[src/rtl/serial_rx_pkg.sv]
package serial_rx_pkg;

  typedef enum logic [0:0] {
    FR_WAIT = 1'b0,
    FR_BITS = 1'b1
  } fr_state_t;

  // majority of three samples
  function automatic logic vote3(input logic a, input logic b, input logic c);
    return (a & b) | (a & c) | (b & c);
  endfunction

  // high when the three samples are not all equal
  function automatic logic split3(input logic a, input logic b, input logic c);
    return (a ^ b) | (b ^ c);
  endfunction

endpackage

[src/rtl/rx_sync.sv]
module rx_sync #(
  parameter int STAGES = 2
) (
  input  logic clk,
  input  logic rst_n,
  input  logic din,
  output logic dout
);
  logic [STAGES-1:0] chain;

  always_ff @(posedge clk or negedge rst_n) begin
    if (!rst_n) chain <= '1;
    else        chain <= {chain[STAGES-2:0], din};
  end

  assign dout = chain[STAGES-1];
endmodule

[src/rtl/rx_framer.sv]
module rx_framer
  import serial_rx_pkg::*;
#(
  parameter int DATA_W = 8,
  parameter int OVS    = 16
) (
  input  logic              clk,
  input  logic              rst_n,
  input  logic              tick,
  input  logic              en,
  input  logic              rxs,
  output logic              chr_done,
  output logic [DATA_W-1:0] chr_data,
  output logic              chr_noise,
  output logic              chr_ferr
);
  localparam int PH_W   = $clog2(OVS);
  localparam int IDX_W  = $clog2(DATA_W + 2);
  localparam int S0     = OVS / 2 - 1;
  localparam int S1     = OVS / 2;
  localparam int S2     = OVS / 2 + 1;
  localparam int STOP_I = DATA_W + 1;

  fr_state_t          state;
  logic [PH_W-1:0]    phase;
  logic [IDX_W-1:0]   bit_idx;
  logic [1:0]         samp;
  logic [DATA_W-1:0]  shreg;
  logic               noise_acc;

  logic               bit_val;
  logic               bit_split;
  logic               at_vote;

  assign bit_val   = vote3(samp[0], samp[1], rxs);
  assign bit_split = split3(samp[0], samp[1], rxs);
  assign at_vote   = (state == FR_BITS) && tick && (phase == PH_W'(S2));

  always_ff @(posedge clk or negedge rst_n) begin
    if (!rst_n) begin
      state     <= FR_WAIT;
      phase     <= '0;
      bit_idx   <= '0;
      samp      <= '0;
      shreg     <= '0;
      noise_acc <= 1'b0;
      chr_done  <= 1'b0;
      chr_data  <= '0;
      chr_noise <= 1'b0;
      chr_ferr  <= 1'b0;
    end else begin
      chr_done <= 1'b0;
      if (!en) begin
        state <= FR_WAIT;
      end else if (tick) begin
        case (state)
          FR_WAIT: begin
            if (!rxs) begin
              state     <= FR_BITS;
              phase     <= PH_W'(1);
              bit_idx   <= '0;
              noise_acc <= 1'b0;
            end
          end
          FR_BITS: begin
            if (phase == PH_W'(S0)) samp[0] <= rxs;
            if (phase == PH_W'(S1)) samp[1] <= rxs;
            if (phase == PH_W'(OVS - 1)) begin
              phase   <= '0;
              bit_idx <= bit_idx + 1'b1;
            end else begin
              phase <= phase + 1'b1;
            end
            if (phase == PH_W'(S2)) begin
              if (bit_idx == '0) begin
                if (bit_val) state <= FR_WAIT;
                else         noise_acc <= bit_split;
              end else if (bit_idx == IDX_W'(STOP_I)) begin
                state     <= FR_WAIT;
                chr_done  <= 1'b1;
                chr_data  <= shreg;
                chr_noise <= noise_acc | bit_split;
                chr_ferr  <= ~bit_val;
              end else begin
                shreg     <= {bit_val, shreg[DATA_W-1:1]};
                noise_acc <= noise_acc | bit_split;
              end
            end
          end
          default: state <= FR_WAIT;
        endcase
      end
    end
  end

  // a completed character is a single-cycle event
  p_done_pulse_r2: assert property (@(posedge clk) disable iff (!rst_n)
    chr_done |=> !chr_done);

  // a high vote on the start bit never completes a character next cycle
  p_false_start_r13: assert property (@(posedge clk) disable iff (!rst_n)
    (at_vote && bit_idx == '0 && bit_val) |=> !chr_done && state == FR_WAIT);

  // framing flag of a completed character reflects the stop vote
  p_stop_vote_r5: assert property (@(posedge clk) disable iff (!rst_n)
    (at_vote && en && bit_idx == IDX_W'(STOP_I)) |=> chr_done && (chr_ferr == !$past(bit_val)));
endmodule

[src/rtl/rx_idle_det.sv]
module rx_idle_det #(
  parameter int DATA_W = 8,
  parameter int OVS    = 16
) (
  input  logic clk,
  input  logic rst_n,
  input  logic tick,
  input  logic rxs,
  output logic idle_hit
);
  localparam int IDLE_TICKS = OVS * (DATA_W + 2);
  localparam int CNT_W      = $clog2(IDLE_TICKS + 1);

  logic [CNT_W-1:0] run_cnt;

  always_ff @(posedge clk or negedge rst_n) begin
    if (!rst_n) begin
      run_cnt  <= '0;
      idle_hit <= 1'b0;
    end else begin
      idle_hit <= 1'b0;
      if (tick) begin
        if (!rxs) begin
          run_cnt <= '0;
        end else if (run_cnt != CNT_W'(IDLE_TICKS)) begin
          run_cnt <= run_cnt + 1'b1;
          if (run_cnt == CNT_W'(IDLE_TICKS - 1)) idle_hit <= 1'b1;
        end
      end
    end
  end

  // an idle report is only produced after a high sample
  p_idle_high_r7: assert property (@(posedge clk) disable iff (!rst_n)
    idle_hit |-> $past(rxs));

  // a saturated run reports once
  p_idle_once_r7: assert property (@(posedge clk) disable iff (!rst_n)
    idle_hit |=> !idle_hit);
endmodule

[src/rtl/serial_rx_top.sv]
module serial_rx_top
  import serial_rx_pkg::*;
#(
  parameter int DATA_W = 8,
  parameter int OVS    = 16
) (
  input  logic              clk,
  input  logic              rst_n,
  input  logic              tick16,
  input  logic              rxd,
  input  logic              rx_en,
  input  logic              full_ie,
  input  logic              idle_ie,
  input  logic              wake_on_addr,
  input  logic              sleep_req,
  input  logic              rd_clr,
  output logic [DATA_W-1:0] rx_data,
  output logic              rx_full,
  output logic              err_ovr,
  output logic              err_noise,
  output logic              err_frame,
  output logic              line_idle,
  output logic              asleep,
  output logic              irq
);
  logic              rxs;
  logic              chr_done;
  logic [DATA_W-1:0] chr_data;
  logic              chr_noise;
  logic              chr_ferr;
  logic              idle_hit;
  logic              armed;

  logic              addr_mark;
  logic              accept;
  logic              full_busy;
  logic              xfer;
  logic              ovr_set;
  logic              idle_set;
  logic              wake_evt;

  rx_sync #(.STAGES(2)) u_sync (
    .clk(clk), .rst_n(rst_n), .din(rxd), .dout(rxs)
  );

  rx_framer #(.DATA_W(DATA_W), .OVS(OVS)) u_framer (
    .clk(clk), .rst_n(rst_n), .tick(tick16), .en(rx_en), .rxs(rxs),
    .chr_done(chr_done), .chr_data(chr_data),
    .chr_noise(chr_noise), .chr_ferr(chr_ferr)
  );

  rx_idle_det #(.DATA_W(DATA_W), .OVS(OVS)) u_idle (
    .clk(clk), .rst_n(rst_n), .tick(tick16), .rxs(rxs), .idle_hit(idle_hit)
  );

  assign addr_mark = chr_data[DATA_W-1];
  assign accept    = chr_done && rx_en && (!asleep || (wake_on_addr && addr_mark));
  assign full_busy = rx_full && !rd_clr;
  assign xfer      = accept && !full_busy;
  assign ovr_set   = accept && full_busy;
  assign idle_set  = idle_hit && armed && !asleep && rx_en;
  assign wake_evt  = asleep && ((chr_done && rx_en && wake_on_addr && addr_mark) ||
                                (idle_hit && !wake_on_addr));

  always_ff @(posedge clk or negedge rst_n) begin
    if (!rst_n) begin
      rx_data   <= '0;
      rx_full   <= 1'b0;
      err_ovr   <= 1'b0;
      err_noise <= 1'b0;
      err_frame <= 1'b0;
      line_idle <= 1'b0;
      asleep    <= 1'b0;
      armed     <= 1'b0;
    end else begin
      if (xfer) begin
        rx_data   <= chr_data;
        rx_full   <= 1'b1;
        err_noise <= chr_noise;
        err_frame <= chr_ferr;
      end else if (rd_clr) begin
        rx_full   <= 1'b0;
        err_noise <= 1'b0;
        err_frame <= 1'b0;
      end

      if (ovr_set)     err_ovr <= 1'b1;
      else if (rd_clr) err_ovr <= 1'b0;

      if (idle_set)    line_idle <= 1'b1;
      else if (rd_clr) line_idle <= 1'b0;

      if (idle_set)                armed <= 1'b0;
      else if (xfer && !chr_ferr)  armed <= 1'b1;

      if (sleep_req)     asleep <= 1'b1;
      else if (wake_evt) asleep <= 1'b0;
    end
  end

  assign irq = (rx_full && full_ie) || (line_idle && idle_ie);

  // an overrun leaves the held byte untouched
  p_ovr_keeps_data_r3: assert property (@(posedge clk) disable iff (!rst_n)
    (chr_done && rx_full && !rd_clr) |=> $stable(rx_data) && err_ovr);

  // a clear with no concurrent event empties every flag
  p_clear_all_r6: assert property (@(posedge clk) disable iff (!rst_n)
    (rd_clr && !chr_done && !idle_hit) |=>
      !rx_full && !err_ovr && !err_noise && !err_frame && !line_idle);

  // the idle flag cannot rise while unarmed
  p_idle_needs_arm_r7: assert property (@(posedge clk) disable iff (!rst_n)
    (!armed && !line_idle) |=> !line_idle);

  // a sleeping receiver in idle-wake mode takes no character
  p_no_xfer_asleep_r9: assert property (@(posedge clk) disable iff (!rst_n)
    (chr_done && asleep && !wake_on_addr && !rx_full) |=> !rx_full);

  // leaving sleep follows a character or an idle report
  p_wake_cause_r10: assert property (@(posedge clk) disable iff (!rst_n)
    $fell(asleep) |-> $past(chr_done || idle_hit));

  // disabled receiver never fills
  p_disabled_r12: assert property (@(posedge clk) disable iff (!rst_n)
    (!rx_en && !rx_full) |=> !rx_full);
endmodule

[config.mk]
export PLATFORM = sky130hd
export DESIGN_NAME = serial_rx_top
export DESIGN_NICKNAME = d
export VERILOG_FILES = /design/src/rtl/serial_rx_pkg.sv /design/src/rtl/rx_sync.sv /design/src/rtl/rx_framer.sv /design/src/rtl/rx_idle_det.sv /design/src/rtl/serial_rx_top.sv
export SDC_FILE = /design/constraint.sdc
export NUM_CORES = 1
export LEC_CHECK = 0
export ABC_AREA = 1
export BUFFER_PORTS_ARGS = -buffer_cell sky130_fd_sc_hd__buf_4
export CAP_MARGIN = 20
export CORE_UTILIZATION = 55
export DETAILED_ROUTE_END_ITERATION = 12
export PLACE_DENSITY = 0.76
export SYNTH_ARGS = -nofsm -noshare
export SYNTH_HDL_FRONTEND = slang
export SYNTH_SLANG_ARGS = --single-unit
[constraint.sdc]
create_clock -name clk -period 1.7 [get_ports clk]
set_input_delay 0 -clock clk [delete_from_list [all_inputs] [get_ports clk]]
set_output_delay 0 -clock clk [all_outputs]
set_load 0.01 [all_outputs]
==> results.py <==
metrics = {
    "critical_path": {
        "cp.arrival_ns": 1.76,
        "criticalPathCategory": "register to register",
        "critical_path.startpoint_type": "register",
        "cp_max_fo": 7,
        "cp.required_ns": 1.90,
        "endpoint_kind": "register",
    },
    "power": {
        "sequentialPowerShare_pct": 49.2,
        "p_int_mw": 2.23,
        "p_comb_share_pct": 8.3,
        "clkPwrFrac_pct": 42.4,
        "switching_share_pct": 24.1,
        "total_leakage_power_nw": 1.71,
        "power.density_nw_per_um2": 886,
        "vdd_drop_max_mv": 0.629,
        "switching_power_mw": 0.708,
        "power.total_mw": 2.94,
    },
    "synthesis": {
        "synth_top_cell_area_share_pct": 49.2,
        "syn-num-nets": 354,
        "synth_area_um2": 2800,
        "synth.distinct_cells": 34,
        "synth-seq-area-share_pct": 51.1,
        "synth.most_common_cell": "nand2_1",
        "yosysWarnings": 0,
        "synth_area_leaders": "dfrtp_1 (49%), nand2_1 (16%), nand3_1 (5.9%)",
        "synth_edf_count": 0,
        "synthCells": 334,
        "synth_area_per_cell_um2": 8.38,
        "synth_top_cell_by_area": "dfrtp_1",
        "netlist_top_cells_count": "nand2_1 (120), dfrtp_1 (55), nand3_1 (33)",
        "ys_seq_elements": 57,
        "async_flop_share_pct": 100,
        "synthFlopType": "dfrtp_1",
    },
    "clocking": {
        "cts_buffers": 9,
        "clkTransAtPathRegs_ns": 0.07,
        "clk_latency_ns": 0.33,
        "clock_path_buffers": 2,
        "post_cts_buffers": 0,
        "cts_tree": "built",
        "clock_tree.root_cell": "clkbuf_8",
        "cts_max_level": 3,
        "cts.sinks": 57,
    },
    "timing": {
        "hold_violations": 0,
        "post-route-period-util_pct": 91.9,
        "drv_slew": 0,
        "rsz0062_at_grt": "false",
        "worst_slew_pin_slew_ns": 0.702,
        "fmax_mhz": 640,
        "setup_viol": 0,
        "period_needed_ns": 1.56,
        "skew_ns": 0.00966,
        "finalSetupTns_ns": 0,
        "maxSlewHeadroom_pct": 53.2,
    },
    "global_route": {
        "grt_pass1_wl_um": 9250,
        "grt_overflow": 0,
        "track_usage_pct": 22.8,
        "grt_max_degree": 58,
        "grt_pass1_vias": 2084,
        "antenna_found_initial": 0,
    },
    "placement": {
        "io_buffers": 24,
        "routabilityCongestion": 0.881,
        "dp_hpwl_um": 3690,
    },
    "finish": {
        "nets": 394,
        "n_antenna_cell": 0,
        "drive_gt1_share_pct": 16.7,
        "syn_to_final_growth_pct": 18.7,
    },
    "routing": {
        "initialDrtViolationCount": 127,
        "viasPerCell": 5.00,
        "routed_wl_um": 5440,
        "via_count": 2227,
        "ant_nets": 0,
        "drc": 0,
        "drtPass1Iterations": 4,
        "wl_per_cell_um": 12.2,
    },
    "die": {
        "start_util_pct": 58.1,
        "die-width_um": 73.3,
        "dieArea_um2": 5380,
        "pin_count": 25,
        "rows": 25,
        "coreArea_um2": 4820,
        "fp.dieH_um": 73.3,
    },
    "hold_path": {
        "min_path_type": "primary input to register",
    },
    "run_status": {
        "outcome": "complete, no violations",
    },
    "flow_run": {
        "max_cap_violations": 0,
    },
}
-- sequential cells by signal, indices dropped and copies added (netlist names), 2 cells and up --
name	cells
u_framer.samp	2
u_framer.phase	4
u_framer.chr_data	8
u_idle.run_cnt	8
u_framer.shreg	8
rx_data	8
u_framer.bit_idx	4
u_sync.chain	2
-- worst max-delay path, cell delays in order, from the launching register on --
cell and delay [ns]:
dfrtp_1 0.46, inv_1 0.09, ha_1 0.17, nand3_1 0.18, nand2_1 0.11, nand2_1 0.05, o21ai_0 0.23, o21ai_0 0.13
-- logic make-up (layout without fill, tap and decap cells) --
logic type | after synthesis | after routing | synth area share (%)
AOI/OAI and AO/OA | 39 | 39 | 8.14
buffers and inverters | 43 | 87 | 6.66
xor gates and xnor gates | 2 | 2 | 0.626
DFF | 57 | 57 | 51.1
and+or+nand+nor | 183 | 183 | 29.0
adders and majority gates | 10 | 10 | 4.47
-- power by group through the flow --
stage | Sequential, mW | Combinational [mW] | Clock [mW]
2_1_floorplan | 1.46 | 0.151 | 0
3_3_place_gp | 1.47 | 0.225 | 0
3_5_place_dp | 1.47 | 0.235 | 0
4_1_cts | 1.45 | 0.247 | 1.27
5_1_grt | 1.45 | 0.276 | 1.34
6_report | 1.45 | 0.244 | 1.25
-- repair_timing --
action | 4_1_cts | 5_1_grt
hold buffers | 7 | 0
endpoints found under the setup margin | 0 | 7
hold endpoints to repair | 62 | 0
resized for setup | 0 | 1
-- layout by cell type, fill, tap and decap left out, types with 3 or more instances in the layout --
master / netlist / layout
a21oi_1: 7 / 7
buf_4: 2 / 28
clkbuf_8: 0 / 11
clkinv_2: 1 / 3
dfrtp_1: 55 / 55
dlygate4sd3_1: 0 / 7
ha_1: 10 / 10
inv_1: 31 / 31
inv_2: 3 / 3
nand2_1: 120 / 120
nand3_1: 33 / 33
nand4_1: 5 / 5
nor2_1: 14 / 13
nor3_1: 3 / 3
o21ai_0: 16 / 16
o21ai_1: 8 / 8
-- worst paths after layout --
kind	from	endpoint	slack, ns	cells after the start
max in group asynchronous	rst_n	u_framer.chr_data[1]$_DFFE_PN0P_	0.96	2
worst max-delay path	u_framer.bit_idx[0]$_DFFE_PN0P_	u_framer.state$_DFFE_PN0P_	0.14	7
worst min-delay path	wake_on_addr	err_ovr$_DFFE_PN0P_	0.26	6
worst max register to register	u_framer.bit_idx[0]$_DFFE_PN0P_	u_framer.state$_DFFE_PN0P_	0.14	7
worst min register to register	u_sync.chain[0]$_DFF_PN1_	u_sync.chain[1]$_DFF_PN1_	0.37	0
min in group asynchronous	rst_n	u_idle.run_cnt[2]$_DFFE_PN0P_	0.27	2
-- stage by stage --
stage	std cells	cell area, µm²	hold slack, ns	utilization, %	setup WS, ns
after floorplan	334	2800	-0.296	-	0.371
after global placement	423	3050	0.0992	63.4	0.238
after detailed placement	423	3050	0.103	63.4	0.176
after CTS	445	3320	0.245	68.9	0.152
after global routing	445	3320	0.293	68.9	0.0300
final	445	3320	0.257	68.9	0.138
-- routing by layer --
| metal | wire length, µm | global-route usage, % | vias to the layer above |
|---|---|---|---|
| li1 | - | - | 1152 |
| met1 | 2600 | 31.1 | 1025 |
| met2 | 2600 | 35.0 | 46 |
| met3 | 221 | 8.37 | 4 |
| met4 | 29 | 5.34 | 0 |
| met5 | 0 | 0 | - |
-- layout make-up --
cell class,instances,area (µm²)
Inverter,37,148
Multi-Input combinational cell,234,1180
Clock buffer,12,155
Sequential cell,57,1430
Clock inverter,3,40.0
Timing Repair Buffer,35,280
Tap cell,67,83.8
Fill cell,397,1500
Power figures use the tool's default switching activity.
